## src/rtl/afu_pkg.sv

```systemverilog
package afu_pkg;
  localparam int unsigned FLAG_CARRY  = 0;
  localparam int unsigned FLAG_PARITY = 1;
  localparam int unsigned FLAG_AUX    = 2;
  localparam int unsigned FLAG_ZERO   = 3;
  localparam int unsigned FLAG_SIGN   = 4;
  localparam int unsigned FLAG_OVER   = 5;
  localparam int unsigned FLAG_DIR    = 6;
  localparam int unsigned NUM_FLAGS   = 7;

  typedef enum logic [1:0] {
    OP_ADD   = 2'd0,
    OP_SUB   = 2'd1,
    OP_LOG   = 2'd2,
    OP_LOG_X = 2'd3
  } op_e;

  typedef enum logic [1:0] {
    WD_BYTE   = 2'd0,
    WD_WORD   = 2'd1,
    WD_FULL   = 2'd2,
    WD_FULL_X = 2'd3
  } width_e;

  typedef struct packed {
    logic ovf;
    logic sgn;
    logic zro;
    logic aux;
    logic par;
    logic cry;
  } cond_t;
endpackage

```

## src/rtl/afu_lane_sel.sv

```systemverilog
module afu_lane_sel #(
  parameter int unsigned DW = 32
) (
  input  logic [1:0]    width_i,
  input  logic [DW-1:0] a_i,
  input  logic [DW-1:0] b_i,
  input  logic [DW-1:0] res_i,
  input  logic          cout_i,
  output logic          a_top_o,
  output logic          b_top_o,
  output logic          r_top_o,
  output logic          lane_cry_o,
  output logic          zero_o
);
  import afu_pkg::*;
  localparam int unsigned BYTE_W = DW / 4;
  localparam int unsigned WORD_W = DW / 2;
  localparam logic [DW-1:0] BYTE_MASK = {{(DW-BYTE_W){1'b0}}, {BYTE_W{1'b1}}};
  localparam logic [DW-1:0] WORD_MASK = {{(DW-WORD_W){1'b0}}, {WORD_W{1'b1}}};

  // carry into bit k of a sum/difference: a[k]^b[k]^r[k]
  logic byte_cry, word_cry;
  assign byte_cry = a_i[BYTE_W] ^ b_i[BYTE_W] ^ res_i[BYTE_W];
  assign word_cry = a_i[WORD_W] ^ b_i[WORD_W] ^ res_i[WORD_W];

  always_comb begin
    unique case (width_e'(width_i))
      WD_BYTE: begin
        a_top_o    = a_i[BYTE_W-1];
        b_top_o    = b_i[BYTE_W-1];
        r_top_o    = res_i[BYTE_W-1];
        lane_cry_o = byte_cry;
        zero_o     = ~|(res_i & BYTE_MASK);
      end
      WD_WORD: begin
        a_top_o    = a_i[WORD_W-1];
        b_top_o    = b_i[WORD_W-1];
        r_top_o    = res_i[WORD_W-1];
        lane_cry_o = word_cry;
        zero_o     = ~|(res_i & WORD_MASK);
      end
      default: begin
        a_top_o    = a_i[DW-1];
        b_top_o    = b_i[DW-1];
        r_top_o    = res_i[DW-1];
        lane_cry_o = cout_i;
        zero_o     = ~|res_i;
      end
    endcase
  end
endmodule

```

## src/rtl/afu_arith_flags.sv

```systemverilog
module afu_arith_flags (
  input  logic [1:0] op_i,
  input  logic       a_top_i,
  input  logic       b_top_i,
  input  logic       r_top_i,
  input  logic       lane_cry_i,
  input  logic       a_nib_i,
  input  logic       b_nib_i,
  input  logic       r_nib_i,
  output logic       arith_o,
  output logic       cry_o,
  output logic       ovf_o,
  output logic       aux_o
);
  import afu_pkg::*;
  logic sign_flip;
  assign sign_flip = r_top_i ^ a_top_i;
  assign aux_o     = a_nib_i ^ b_nib_i ^ r_nib_i;

  always_comb begin
    unique case (op_e'(op_i))
      OP_ADD: begin
        arith_o = 1'b1;
        cry_o   = lane_cry_i;
        ovf_o   = ~(a_top_i ^ b_top_i) & sign_flip;
      end
      OP_SUB: begin
        arith_o = 1'b1;
        cry_o   = lane_cry_i;
        ovf_o   = (a_top_i ^ b_top_i) & sign_flip;
      end
      default: begin
        arith_o = 1'b0;
        cry_o   = 1'b0;
        ovf_o   = 1'b0;
      end
    endcase
  end
endmodule

```

## src/rtl/afu_flag_reg.sv

```systemverilog
module afu_flag_reg
  import afu_pkg::*;
(
  input  logic                 clk_i,
  input  logic                 rst_ni,
  input  logic                 upd_i,
  input  logic                 arith_i,
  input  cond_t                cond_i,
  input  logic                 dir_we_i,
  input  logic                 dir_i,
  output logic [NUM_FLAGS-1:0] flags_o
);
  cond_t cond_q;
  logic  dir_q;

  always_ff @(posedge clk_i or negedge rst_ni) begin
    if (!rst_ni) begin
      cond_q <= '0;
    end else if (upd_i) begin
      cond_q.cry <= cond_i.cry;
      cond_q.par <= cond_i.par;
      cond_q.zro <= cond_i.zro;
      cond_q.sgn <= cond_i.sgn;
      cond_q.ovf <= cond_i.ovf;
      if (arith_i) cond_q.aux <= cond_i.aux;
    end
  end

  always_ff @(posedge clk_i or negedge rst_ni) begin
    if (!rst_ni)       dir_q <= 1'b0;
    else if (dir_we_i) dir_q <= dir_i;
  end

  always_comb begin
    flags_o              = '0;
    flags_o[FLAG_CARRY]  = cond_q.cry;
    flags_o[FLAG_PARITY] = cond_q.par;
    flags_o[FLAG_AUX]    = cond_q.aux;
    flags_o[FLAG_ZERO]   = cond_q.zro;
    flags_o[FLAG_SIGN]   = cond_q.sgn;
    flags_o[FLAG_OVER]   = cond_q.ovf;
    flags_o[FLAG_DIR]    = dir_q;
  end
endmodule

```

## src/rtl/alu_flag_unit.sv

```systemverilog
module alu_flag_unit
  import afu_pkg::*;
#(
  parameter int unsigned DW = 32
) (
  input  logic                 clk_i,
  input  logic                 rst_ni,
  input  logic                 upd_i,
  input  logic [1:0]           op_i,
  input  logic [1:0]           width_i,
  input  logic [DW-1:0]        a_i,
  input  logic [DW-1:0]        b_i,
  input  logic [DW-1:0]        res_i,
  input  logic                 cout_i,
  input  logic                 dir_we_i,
  input  logic                 dir_i,
  output logic [NUM_FLAGS-1:0] flags_o
);
  localparam int unsigned NIB = 4;
  localparam int unsigned PAR_W = 8;

  logic a_top, b_top, r_top, lane_cry, zero;
  logic arith, cry, ovf, aux;
  cond_t cond;

  afu_lane_sel #(.DW(DW)) u_lane (
    .width_i   (width_i),
    .a_i       (a_i),
    .b_i       (b_i),
    .res_i     (res_i),
    .cout_i    (cout_i),
    .a_top_o   (a_top),
    .b_top_o   (b_top),
    .r_top_o   (r_top),
    .lane_cry_o(lane_cry),
    .zero_o    (zero)
  );

  afu_arith_flags u_arith (
    .op_i      (op_i),
    .a_top_i   (a_top),
    .b_top_i   (b_top),
    .r_top_i   (r_top),
    .lane_cry_i(lane_cry),
    .a_nib_i   (a_i[NIB]),
    .b_nib_i   (b_i[NIB]),
    .r_nib_i   (res_i[NIB]),
    .arith_o   (arith),
    .cry_o     (cry),
    .ovf_o     (ovf),
    .aux_o     (aux)
  );

  always_comb begin
    cond.cry = cry;
    cond.par = ~^res_i[PAR_W-1:0];
    cond.aux = aux;
    cond.zro = zero;
    cond.sgn = r_top;
    cond.ovf = ovf;
  end

  afu_flag_reg u_reg (
    .clk_i   (clk_i),
    .rst_ni  (rst_ni),
    .upd_i   (upd_i),
    .arith_i (arith),
    .cond_i  (cond),
    .dir_we_i(dir_we_i),
    .dir_i   (dir_i),
    .flags_o (flags_o)
  );
endmodule

```

## config.mk

```make
export PLATFORM = sky130hd
export DESIGN_NAME = alu_flag_unit
export DESIGN_NICKNAME = d
export VERILOG_FILES = /design/src/rtl/afu_pkg.sv /design/src/rtl/afu_lane_sel.sv /design/src/rtl/afu_arith_flags.sv /design/src/rtl/afu_flag_reg.sv /design/src/rtl/alu_flag_unit.sv
export SDC_FILE = /design/constraint.sdc
export NUM_CORES = 1
export LEC_CHECK = 0
export CAP_MARGIN = 25
export CORE_AREA = 2 2 44 46
export DETAILED_ROUTE_END_ITERATION = 12
export DIE_AREA = 0 0 46 48
export DONT_BUFFER_PORTS = 1
export HOLD_SLACK_MARGIN = 0.15
export SLEW_MARGIN = 20
export SYNTH_ARGS = -nofsm -noshare
export SYNTH_HDL_FRONTEND = slang
export SYNTH_SLANG_ARGS = --single-unit
```

## constraint.sdc

```tcl
create_clock -name clk_i -period 0.85 [get_ports clk_i]
set_clock_uncertainty 0.2 [all_clocks]
set_input_delay 0.0425 -clock clk_i [delete_from_list [all_inputs] [get_ports clk_i]]
set_output_delay 0.0425 -clock clk_i [all_outputs]
set_load 0.005 [all_outputs]
```

==> results of run 1 <==
kinds of logic after synthesis:
family          share of synthesized area [%]
fa+ha+maj                                7.95
xor+xnor                                 13.9
simple gates                             14.1
mux                                      16.9
flops                                    27.8
buf+inv                                  12.1
compound gates                           7.16
Yosys cell counts:
cell       n  area share (%)
a211oi_1   1             1.2
a21oi_1    1            0.79
and2b_1    1             1.2
buf_12     1             3.2
buf_4      1             1.2
buf_6      1             1.8
dfrtp_1    7              28
ha_1       4             8.0
inv_1     10             6.0
mux2_2     5             8.9
mux2i_1    5             8.0
nand2_1    4             2.4
nand2b_1   1            0.99
nand4_1    2             2.0
nor2_1     1            0.60
nor2b_1    1            0.99
nor4_1     6             6.0
o21ai_0    2             1.6
o21ai_1    2             1.6
o22ai_1    2             2.0
xnor2_1    9              13
xor2_1     1             1.4
routing by layer:
metal  GRT usage [%]  vias up
li1                -      262
met1            16.1      226
met2            21.9       48
met3            3.02        0
met4            3.43        0
met5               0        -
power by group:
group / internal, uW / total, uW / switching (uW)
clock: 179 / 292 / 113
sequential: 385 / 419 / 33.5
combinational: 363 / 512 / 149
timing repair:
item / 4_1_cts / 5_1_grt
buffers inserted: 1 / 1
setup endpoints to repair: 13 / 14
pin swaps: 0 / 2
gates resized for setup: 12 / 6
endpoints found under the hold margin: 14 / 14
cell type report:
| type | count | area (sq um) | area share, % |
|---|---|---|---|
| sequential | 7 | 175 | 19.4 |
| tap | 17 | 21.3 | 2.36 |
| timing repair buffer | 14 | 145 | 16.1 |
| clock buffer | 4 | 26.3 | 2.91 |
| multi-input combinational | 48 | 497 | 55.1 |
| inverter | 10 | 37.5 | 4.16 |
state kept, by name (all words and copies together) (netlist names):
register and count:
u_reg.flags_o 6, u_reg.dir_q 1
placed cells by master (no fill, tap or decap), drive strengths merged, types with 2 or more instances in the layout:
cell type,synthesis,routed
nand4,2,2
nor4,6,6
xnor2,9,9
o22ai,2,2
clkbuf,0,4
dfrtp,7,7
inv,10,10
buf,3,13
nand2,4,4
o21ai,4,4
ha,4,4
mux2i,5,5
mux2,5,5
metrics by stage:
stage               setup WS [ps]  instance area (sq um)  hold WS (ps)  utilization (%)
finish                       -238                    902          -295             53.4
global route                 -275                    902          -311             53.4
CTS                          -246                    863          -304             51.1
detailed placement           -337                    767          -453             45.4
global placement             -319                    767          -453             45.4
floorplan                    -284                    706          -453                -
worst max-delay path: stages (launching register included):
cell and delay (ps):
dfrtp_1 380, buf_6 120, buf_6 100
final timing paths:
path / startpoint / endpoint / depth (start not counted)
setup / recovery: u_reg.flags_o[3] / flags_o[3] / 2
hold reg to reg: u_reg.dir_q / u_reg.dir_q / 1
min in group asynchronous: rst_ni / u_reg.flags_o[0] / 1
hold / removal: upd_i / u_reg.flags_o[0] / 1
setup reg to reg: u_reg.flags_o[1] / u_reg.flags_o[1] / 2
max in group asynchronous: rst_ni / u_reg.dir_q / 1
==> qor.txt, run 1 <==
Outcome -> finished, violations left
Failing checks -> hold timing, setup timing
# clock sinks -> 7
CP arrival -> 850 ps
Final setup TNS -> -1920 ps
Slew HR -> 76.5%
Post-CTS Hold Buffers -> 1
CTS tree -> built
Static leakage -> 0.000386 uW
Register area share after synthesis -> 27.8%
Non-filler cells, final -> 100
Layout area overhead -> 43.3%
Fill cell count -> 162
ANT nets after route -> 0
Fin crit share -> 128%
H-tree depth -> 1
Final count of negative-setup-slack endpoints -> 14
Nets@finish -> 194
Layout cell share with drive strength beyond 1 -> 44.6%
R2R setup slack -> -230 ps
Worst-margin pin slew -> 351 ps
CTS Buf Count -> 3
Per-cell routed wire length -> 14.8 um
Number of buffers added on ports -> 0
DIE HEIGHT -> 48 um
Initial antenna violation count -> 0
Library cells used by synthesis -> 22
Die X -> 46 um
Starting density of the core -> 37.3%
Min Tclk post-route -> 1090 ps
Total Routing Usage GR -> 12.8%
CP Capture Type -> primary output
Top Metal Used -> met3
Overflow after GRT -> 0
Setup repair after global routing missed its margin -> true
Worst EP required -> 610 ps
Global-route wire length before repair -> 1970 um
Metal1 wirelength -> 595 um
Hold Fails Final Rpt -> 14
Register bit total from synthesis -> 7
Peak supply drop -> 0.000679 V
Skew-Pair Late Insertion Delay -> 240 ps
Max cap viols -> 0
Die area -> 0.00221 sq mm
Vias in the first global route -> 505
DR vias/cell -> 5.36
Worst hold path class -> in2reg
Fmax -> 0.919 GHz
Routed met3 length -> 204 um
Syn Std Cell Area -> 629 sq um
DRT Wirelength -> 1480 um
Largest net degree at the start of global routing -> 10
Startpoint Class -> register
Clock-pin slew on the worst setup and hold paths -> 50 ps
# rows -> 15
Antenna diodes -> 0
Core area -> 0.00169 sq mm
Routability Congestion -> 0.672
Met2 WL -> 682 um
Via count -> 536
Drt pass-1 iters -> 2
Worst Hold Slack -> -295 ps
Power Density -> 1360 mW/mm^2
Initial DRC count -> 4
Worst setup margin -> -238 ps
CTS Buffer Depth -> 2
Cell count after synthesis -> 68
Critical path type -> reg2out
Placed cell count -> 93
Yosys warns -> 0
Root buf cell -> clkbuf_4
CP max FO -> 2
Final Max Tran Viols -> 0
Mapped Nets -> 178
Design Power -> 1220 uW
I/O Pins -> 113
Average size of a mapped cell -> 9.26 sq um
Drt drc -> 0
Note: power is estimated with default switching activity, not from simulation.
==> run 2, diff against run 1 <==
--- a/config.mk
+++ b/config.mk
@@ -6,11 +6,16 @@
 export NUM_CORES = 1
 export LEC_CHECK = 0
 export CAP_MARGIN = 25
-export CORE_AREA = 2 2 44 46
+export CELL_PAD_IN_SITES_DETAIL_PLACEMENT = 2
+export CELL_PAD_IN_SITES_GLOBAL_PLACEMENT = 2
+export CORE_ASPECT_RATIO = 1.4
+export CORE_MARGIN = 3
+export CORE_UTILIZATION = 21
 export DETAILED_ROUTE_END_ITERATION = 12
-export DIE_AREA = 0 0 46 48
 export DONT_BUFFER_PORTS = 1
 export HOLD_SLACK_MARGIN = 0.15
+export PLACE_DENSITY_LB_ADDON = 0.1
+export SETUP_SLACK_MARGIN = 0.02
 export SLEW_MARGIN = 20
 export SYNTH_ARGS = -nofsm -noshare
 export SYNTH_HDL_FRONTEND = slang
==> run 2 against run 1 <==
The flow still finishes with violations (hold timing, setup timing). Utilization shrank 21 points. Cell area shrank 0.14%. Sequential power grew 1%. Total power grew 0.74%. Non-clock buffer count shrank 1.
==> qor.txt, run 2 (synthesis gave the netlist of run 1 again) <==
Outcome -> finished, violations left
Failing checks -> hold timing, setup timing
Drt pass-1 iters -> 2 (unchanged)
Starting density of the core -> 22.9% (-14 points)
Worst setup margin -> -253 ps (-15.6 ps)
Initial antenna violation count -> 0 (unchanged)
Hold EP -> u_reg.flags_o[0]
Min Tclk post-route -> 1100 ps (+15.6 ps)
R2r endpoint -> u_reg.flags_o[1]
Critical path type -> reg2out
Power Internal -> 911 uW (-1.7%)
Fin crit share -> 130% (+1.8 points)
Hold depth -> 1 (unchanged)
Static leakage -> 0.000367 uW (-5.0%)
CP Capture Type -> primary output
# rows -> 22 (+7)
Clock-pin slew on the worst setup and hold paths -> 50 ps (about the same)
CTS Buf Count -> 3 (unchanged)
CP Cell Sequence -> buf_6 -> buf_6
CP arrival -> 860 ps (about the same)
Global-route wire length before repair -> 2820 um (+44%)
Clock share of power -> 25.1% (+1.3 points)
Nets@finish -> 193 (-0.52%)
Startpoint Class -> register
R2R setup slack -> -240 ps (about the same)
Commonest cells after routing, fill and taps aside -> buf_6, xnor2_1, dfrtp_1, inv_2, inv_1
Crit-path max cell delay -> 390 ps (about the same)
Worst EP required -> 610 ps (about the same)
Antenna diodes -> 0 (unchanged)
H-tree depth -> 1 (unchanged)
Post-DP HPWL -> 1690 um
Initial DRC count -> 7 (+3)
I/O Pins -> 113 (unchanged)
Hold Fails Final Rpt -> 14 (unchanged)
Die X -> 52.3 um (+14%)
Post-CTS Hold Buffers -> 1 (unchanged)
Number of buffers added on ports -> 0 (unchanged)
Slew HR -> 77.3% (+0.76 points)
Overflow after GRT -> 0 (unchanged)
DRT Wirelength -> 1890 um (+27%)
Drt drc -> 0 (unchanged)
Most common cell after layout, fill and taps aside -> buf_6
CP max FO -> 2 (unchanged)
Worst hold start -> upd_i
Peak supply drop -> 0.000482 V (-29%)
Total Routing Usage GR -> 10.7% (-2.1 points)
Max cap viols -> 0 (unchanged)
Most used cell, CP -> buf_6
FF-to-FF Start -> u_reg.flags_o[1]
ANT nets after route -> 0 (unchanged)
Switch share -> 26.1% (+1.9 points)
Layout cell share with drive strength beyond 1 -> 43.9% (-0.68 points)
# clock sinks -> 7 (unchanged)
CTS Buffer Depth -> 2 (unchanged)
Fill cell count -> 330 (+100%)
R2R cell count -> 2 (unchanged)
Comb power frac -> 40.4% (-1.5 points)
CP startpoint -> u_reg.flags_o[1]
Multi-input gate area -> 479 sq um (-3.5%)
Layout area overhead -> 43.1%
CTS tree -> built
Via count -> 568 (+6.0%)
Die area -> 0.00370 sq mm (+68%)
Finished Core Util -> 32.7% (-21 points)
Routability Congestion -> 0.617 (-8.3%)
Root buf cell -> clkbuf_4
Per-cell routed wire length -> 16.0 um (+7.8%)
Sw Pwr -> 321 uW (+8.5%)
Largest net degree at the start of global routing -> 10 (unchanged)
Power Density -> 1370 mW/mm^2 (+0.88%)
Register area -> 175 sq um (unchanged)
Worst-margin pin slew -> 339 ps (-11.3 ps)
Skew-Pair Late Insertion Delay -> 250 ps (about the same)
Core area -> 0.00275 sq mm (+63%)
Fmax -> 0.906 GHz (-1.4%)
Final setup TNS -> -2010 ps (-82.0 ps)
Final Max Tran Viols -> 0 (unchanged)
Vias in the first global route -> 647 (+28%)
DIE HEIGHT -> 70.8 um (+47%)
Final count of negative-setup-slack endpoints -> 13 (-1)
Reg power frac -> 34.5% (+0.3 points)
Flip-flop count of the largest register after layout -> 6 (unchanged)
Worst Hold Slack -> -323 ps (-27.9 ps)
Worst hold path class -> in2reg
Setup repair after global routing missed its margin -> true
DR vias/cell -> 4.81 (-10%)
CP max-delay cell -> dfrtp_1
run 2: how the worst max path moves through the flow:
stage / endpoint / depth (start not counted) / slack, ps
CTS: flags_o[3] / 2 / -260
detailed placement: u_reg.flags_o[3] / 4 / -340
finish: flags_o[1] / 2 / -250
global route: flags_o[3] / 2 / -280
global placement: u_reg.flags_o[1] / 5 / -330
floorplan: u_reg.flags_o[5] / 6 / -280
run 2: power groups by stage:
stage,Sequential [uW],Clock [uW],Combinational (uW)
2_1_floorplan,419,0,263
3_3_place_gp,419,0,383
3_5_place_dp,422,0,393
4_1_cts,423,320,485
5_1_grt,433,340,549
6_report,425,309,498
run 2: critical path, delay by kind of cell (launching register included):
kind,cells,cell delay [ps]
DFF,1,390
buffers and inverters,2,220
run 2: repair_timing:
action | CTS | global route
endpoints found under the setup margin | 14 | 14
pin swaps | 0 | 3
buffers inserted | 1 | 1
endpoints found under the hold margin | 14 | 14
gates resized for setup | 11 | 7
run 2: final cells by class:
type                       count  area share (%)
timing repair buffer          13            15.3
tap                           36            5.00
inverter                      10            4.17
multi-input combinational     48            53.2
sequential                     7            19.4
clock buffer                   4            2.92
run 2: metal layers:
metal | global-route usage, % | vias to the layer above | part of all wire (%)
li1 | - | 261 | -
met1 | 10.4 | 258 | 33
met2 | 18.6 | 45 | 51
met3 | 3.16 | 4 | 13
met4 | 7.67 | 0 | 3.1
met5 | 0 | - | 0
run 2: through the flow:
step                total power [uW]  area, sq um  hold WS, ps  setup slack, ps  std cells
detailed placement               815          783         -453             -338        111
global placement                 802          783         -453             -330        111
finish                          1230          901         -323             -253        118
floorplan                        682          706         -453             -284         68
CTS                             1230          861         -315             -262        117
global route                    1320          901         -326             -284        118
==> run 3, diff against run 2 <==
--- a/config.mk
+++ b/config.mk
@@ -14,9 +14,9 @@
 export DETAILED_ROUTE_END_ITERATION = 12
 export DONT_BUFFER_PORTS = 1
 export HOLD_SLACK_MARGIN = 0.15
-export PLACE_DENSITY_LB_ADDON = 0.1
+export PLACE_DENSITY_LB_ADDON = 0.12
 export SETUP_SLACK_MARGIN = 0.02
-export SLEW_MARGIN = 20
+export SLEW_MARGIN = 30
 export SYNTH_ARGS = -nofsm -noshare
 export SYNTH_HDL_FRONTEND = slang
 export SYNTH_SLANG_ARGS = --single-unit
==> run 3 against run 2 <==
The run still ends with hold timing, setup timing left. Worst hold slack better by 16 ps. Via count up 1.2%. Cell area down 1.9%. Critical path type unchanged. Global-route usage up 0.13 points. Utilization down 0.64 points. Non-clock buffer count up 1. Combinational power down 0.8%. Sequential cell count unchanged. Total power down 0.52%. Largest power group unchanged. Fmax down 0.47%.
==> qor.txt, run 3 (synthesis gave the netlist of run 1 again) <==
Outcome -> finished, violations left
Failing checks -> hold timing, setup timing
Fin crit share -> 130% (+0.61 points)
# rows -> 22 (unchanged)
Worst EP required -> 610 ps (about the same)
Layout cell share with drive strength beyond 1 -> 39.8% (-4.1 points)
DRT Wirelength -> 1900 um (+0.69%)
Largest net degree at the start of global routing -> 10 (unchanged)
Most common cell after layout, fill and taps aside -> buf_6
Non-filler cells, final -> 119 (+0.85%)
CTS Buffer Depth -> 2 (unchanged)
Crit-path max cell delay -> 390 ps (about the same)
Power Density -> 1390 mW/mm^2 (+1.5%)
Multi-input gate area -> 450 sq um (-6.0%)
Post-CTS Hold Buffers -> 1 (unchanged)
Register area -> 175 sq um (unchanged)
Most used cell, CP -> buf_6
CP Cell Sequence -> buf_6 -> buf_6
I/O Pins -> 113 (unchanged)
Slew HR -> 78.0% (+0.64 points)
Initial antenna violation count -> 0 (unchanged)
Core area -> 0.00275 sq mm (unchanged)
Worst hold path class -> in2reg
Worst Hold Slack -> -308 ps (+15.6 ps)
Final count of negative-setup-slack endpoints -> 13 (unchanged)
Startpoint Class -> register
Fmax -> 0.902 GHz (-0.47%)
Final Max Tran Viols -> 0 (unchanged)
Antenna diodes -> 0 (unchanged)
Root buf cell -> clkbuf_4
Setup repair after global routing missed its margin -> true
Per-cell routed wire length -> 15.9 um (-0.16%)
CTS tree -> built
Final setup TNS -> -2080 ps (-68.7 ps)
ANT nets after route -> 0 (unchanged)
DR vias/cell -> 4.83 (+0.38%)
CP arrival -> 870 ps (about the same)
Peak supply drop -> 0.000405 V (-16%)
DIE HEIGHT -> 70.8 um (unchanged)
Global-route wire length before repair -> 2840 um (+0.71%)
Clock-pin slew on the worst setup and hold paths -> 50 ps (about the same)
Commonest cells after routing, fill and taps aside -> buf_6, xnor2_1, dfrtp_1
Min Tclk post-route -> 1110 ps (+5.16 ps)
Number of buffers added on ports -> 0 (unchanged)
Hold Fails Final Rpt -> 14 (unchanged)
Static leakage -> 0.000370 uW (+0.98%)
Drt drc -> 0 (unchanged)
Post-DP HPWL -> 1650 um (-2.4%)
Worst-margin pin slew -> 330 ps (-9.64 ps)
CP max-delay cell -> dfrtp_1
Fill cell count -> 323 (-2.1%)
Flip-flop count of the largest register after layout -> 6 (unchanged)
Layout area overhead -> 40.4%
Worst setup margin -> -259 ps (-5.16 ps)
Initial DRC count -> 0 (-7)
Vias in the first global route -> 647 (unchanged)
H-tree depth -> 1 (unchanged)
Starting density of the core -> 22.9% (unchanged)
CP Capture Type -> primary output
Nets@finish -> 194 (+0.52%)
Overflow after GRT -> 0 (unchanged)
Max cap viols -> 0 (unchanged)
Routability Congestion -> 0.626 (+1.5%)
CP max FO -> 2 (unchanged)
Skew-Pair Late Insertion Delay -> 250 ps (about the same)
Placed cell count -> 112 (+0.90%)
Die X -> 52.3 um (unchanged)
CTS Buf Count -> 3 (unchanged)
Die area -> 0.00370 sq mm (unchanged)
Via count -> 575 (+1.2%)
# clock sinks -> 7 (unchanged)
Drt pass-1 iters -> 1 (-1)
Total Routing Usage GR -> 10.9% (+0.13 points)
Critical path type -> reg2out
[run 3: cell count changes in the layout (fill, tap and decap cells not counted), sizes merged]
cell | before | now
buf | 12 | 13
[run 3: timing repair]
action                     4_1_cts  5_1_grt
setup endpoints to repair       13       14
gates cloned                     0        0
hold endpoints to repair        14       14
setup buffers                    1        1
resized for setup               11        3
[run 3: cell type report]
type | count | share of cell area, %
Sequential cell | 7 | 19.8
Clock buffer | 4 | 2.97
Timing Repair Buffer | 14 | 16.9
Tap cell | 36 | 5.10
Inverter | 10 | 4.25
Multi-Input combinational cell | 48 | 51.0
[run 3: routing by layer]
metal  routed length [um]  GRT usage (%)  share of wire, %
met3                  253           2.95                13
met5                    0              0                 0
met4                   53           6.82               2.8
met1                  650           10.3                34
met2                  941           19.7                50
[run 3: critical path: cells and delay by family (launching register included)]
family / cells / cell delay (ps)
flops: 1 / 390
buf+inv: 2 / 220
[run 3: path summary, 6_finish.rpt]
| kind | from | endpoint | slack [ps] | depth (start not counted) |
|---|---|---|---|---|
| max in group asynchronous | rst_ni | u_reg.dir_q | 290 | 1 |
| hold / removal | upd_i | u_reg.flags_o[5] | -310 | 1 |
| min in group asynchronous | rst_ni | u_reg.flags_o[1] | -80 | 1 |
| hold reg to reg | u_reg.flags_o[2] | u_reg.flags_o[2] | 310 | 2 |
| setup / recovery | u_reg.flags_o[4] | flags_o[4] | -260 | 2 |
| setup reg to reg | u_reg.flags_o[1] | u_reg.flags_o[1] | -230 | 2 |
[run 3: report_power, final]
group,switching [uW],internal [uW],total (uW)
Combinational,149,345,494
Sequential,38.6,385,424
Clock,128,179,307
Total,315,910,1230
[run 3: stage by stage]
step / instance area (sq um) / power (uW) / utilization (%) / setup slack, ps / hold slack, ps
floorplan: 706 / 682 / - / -284 / -453
global placement: 791 / 811 / 28.7 / -322 / -453
detailed placement: 791 / 821 / 28.7 / -327 / -453
CTS: 872 / 1240 / 31.7 / -266 / -314
global route: 883 / 1320 / 32.1 / -288 / -305
finish: 883 / 1230 / 32.1 / -259 / -308
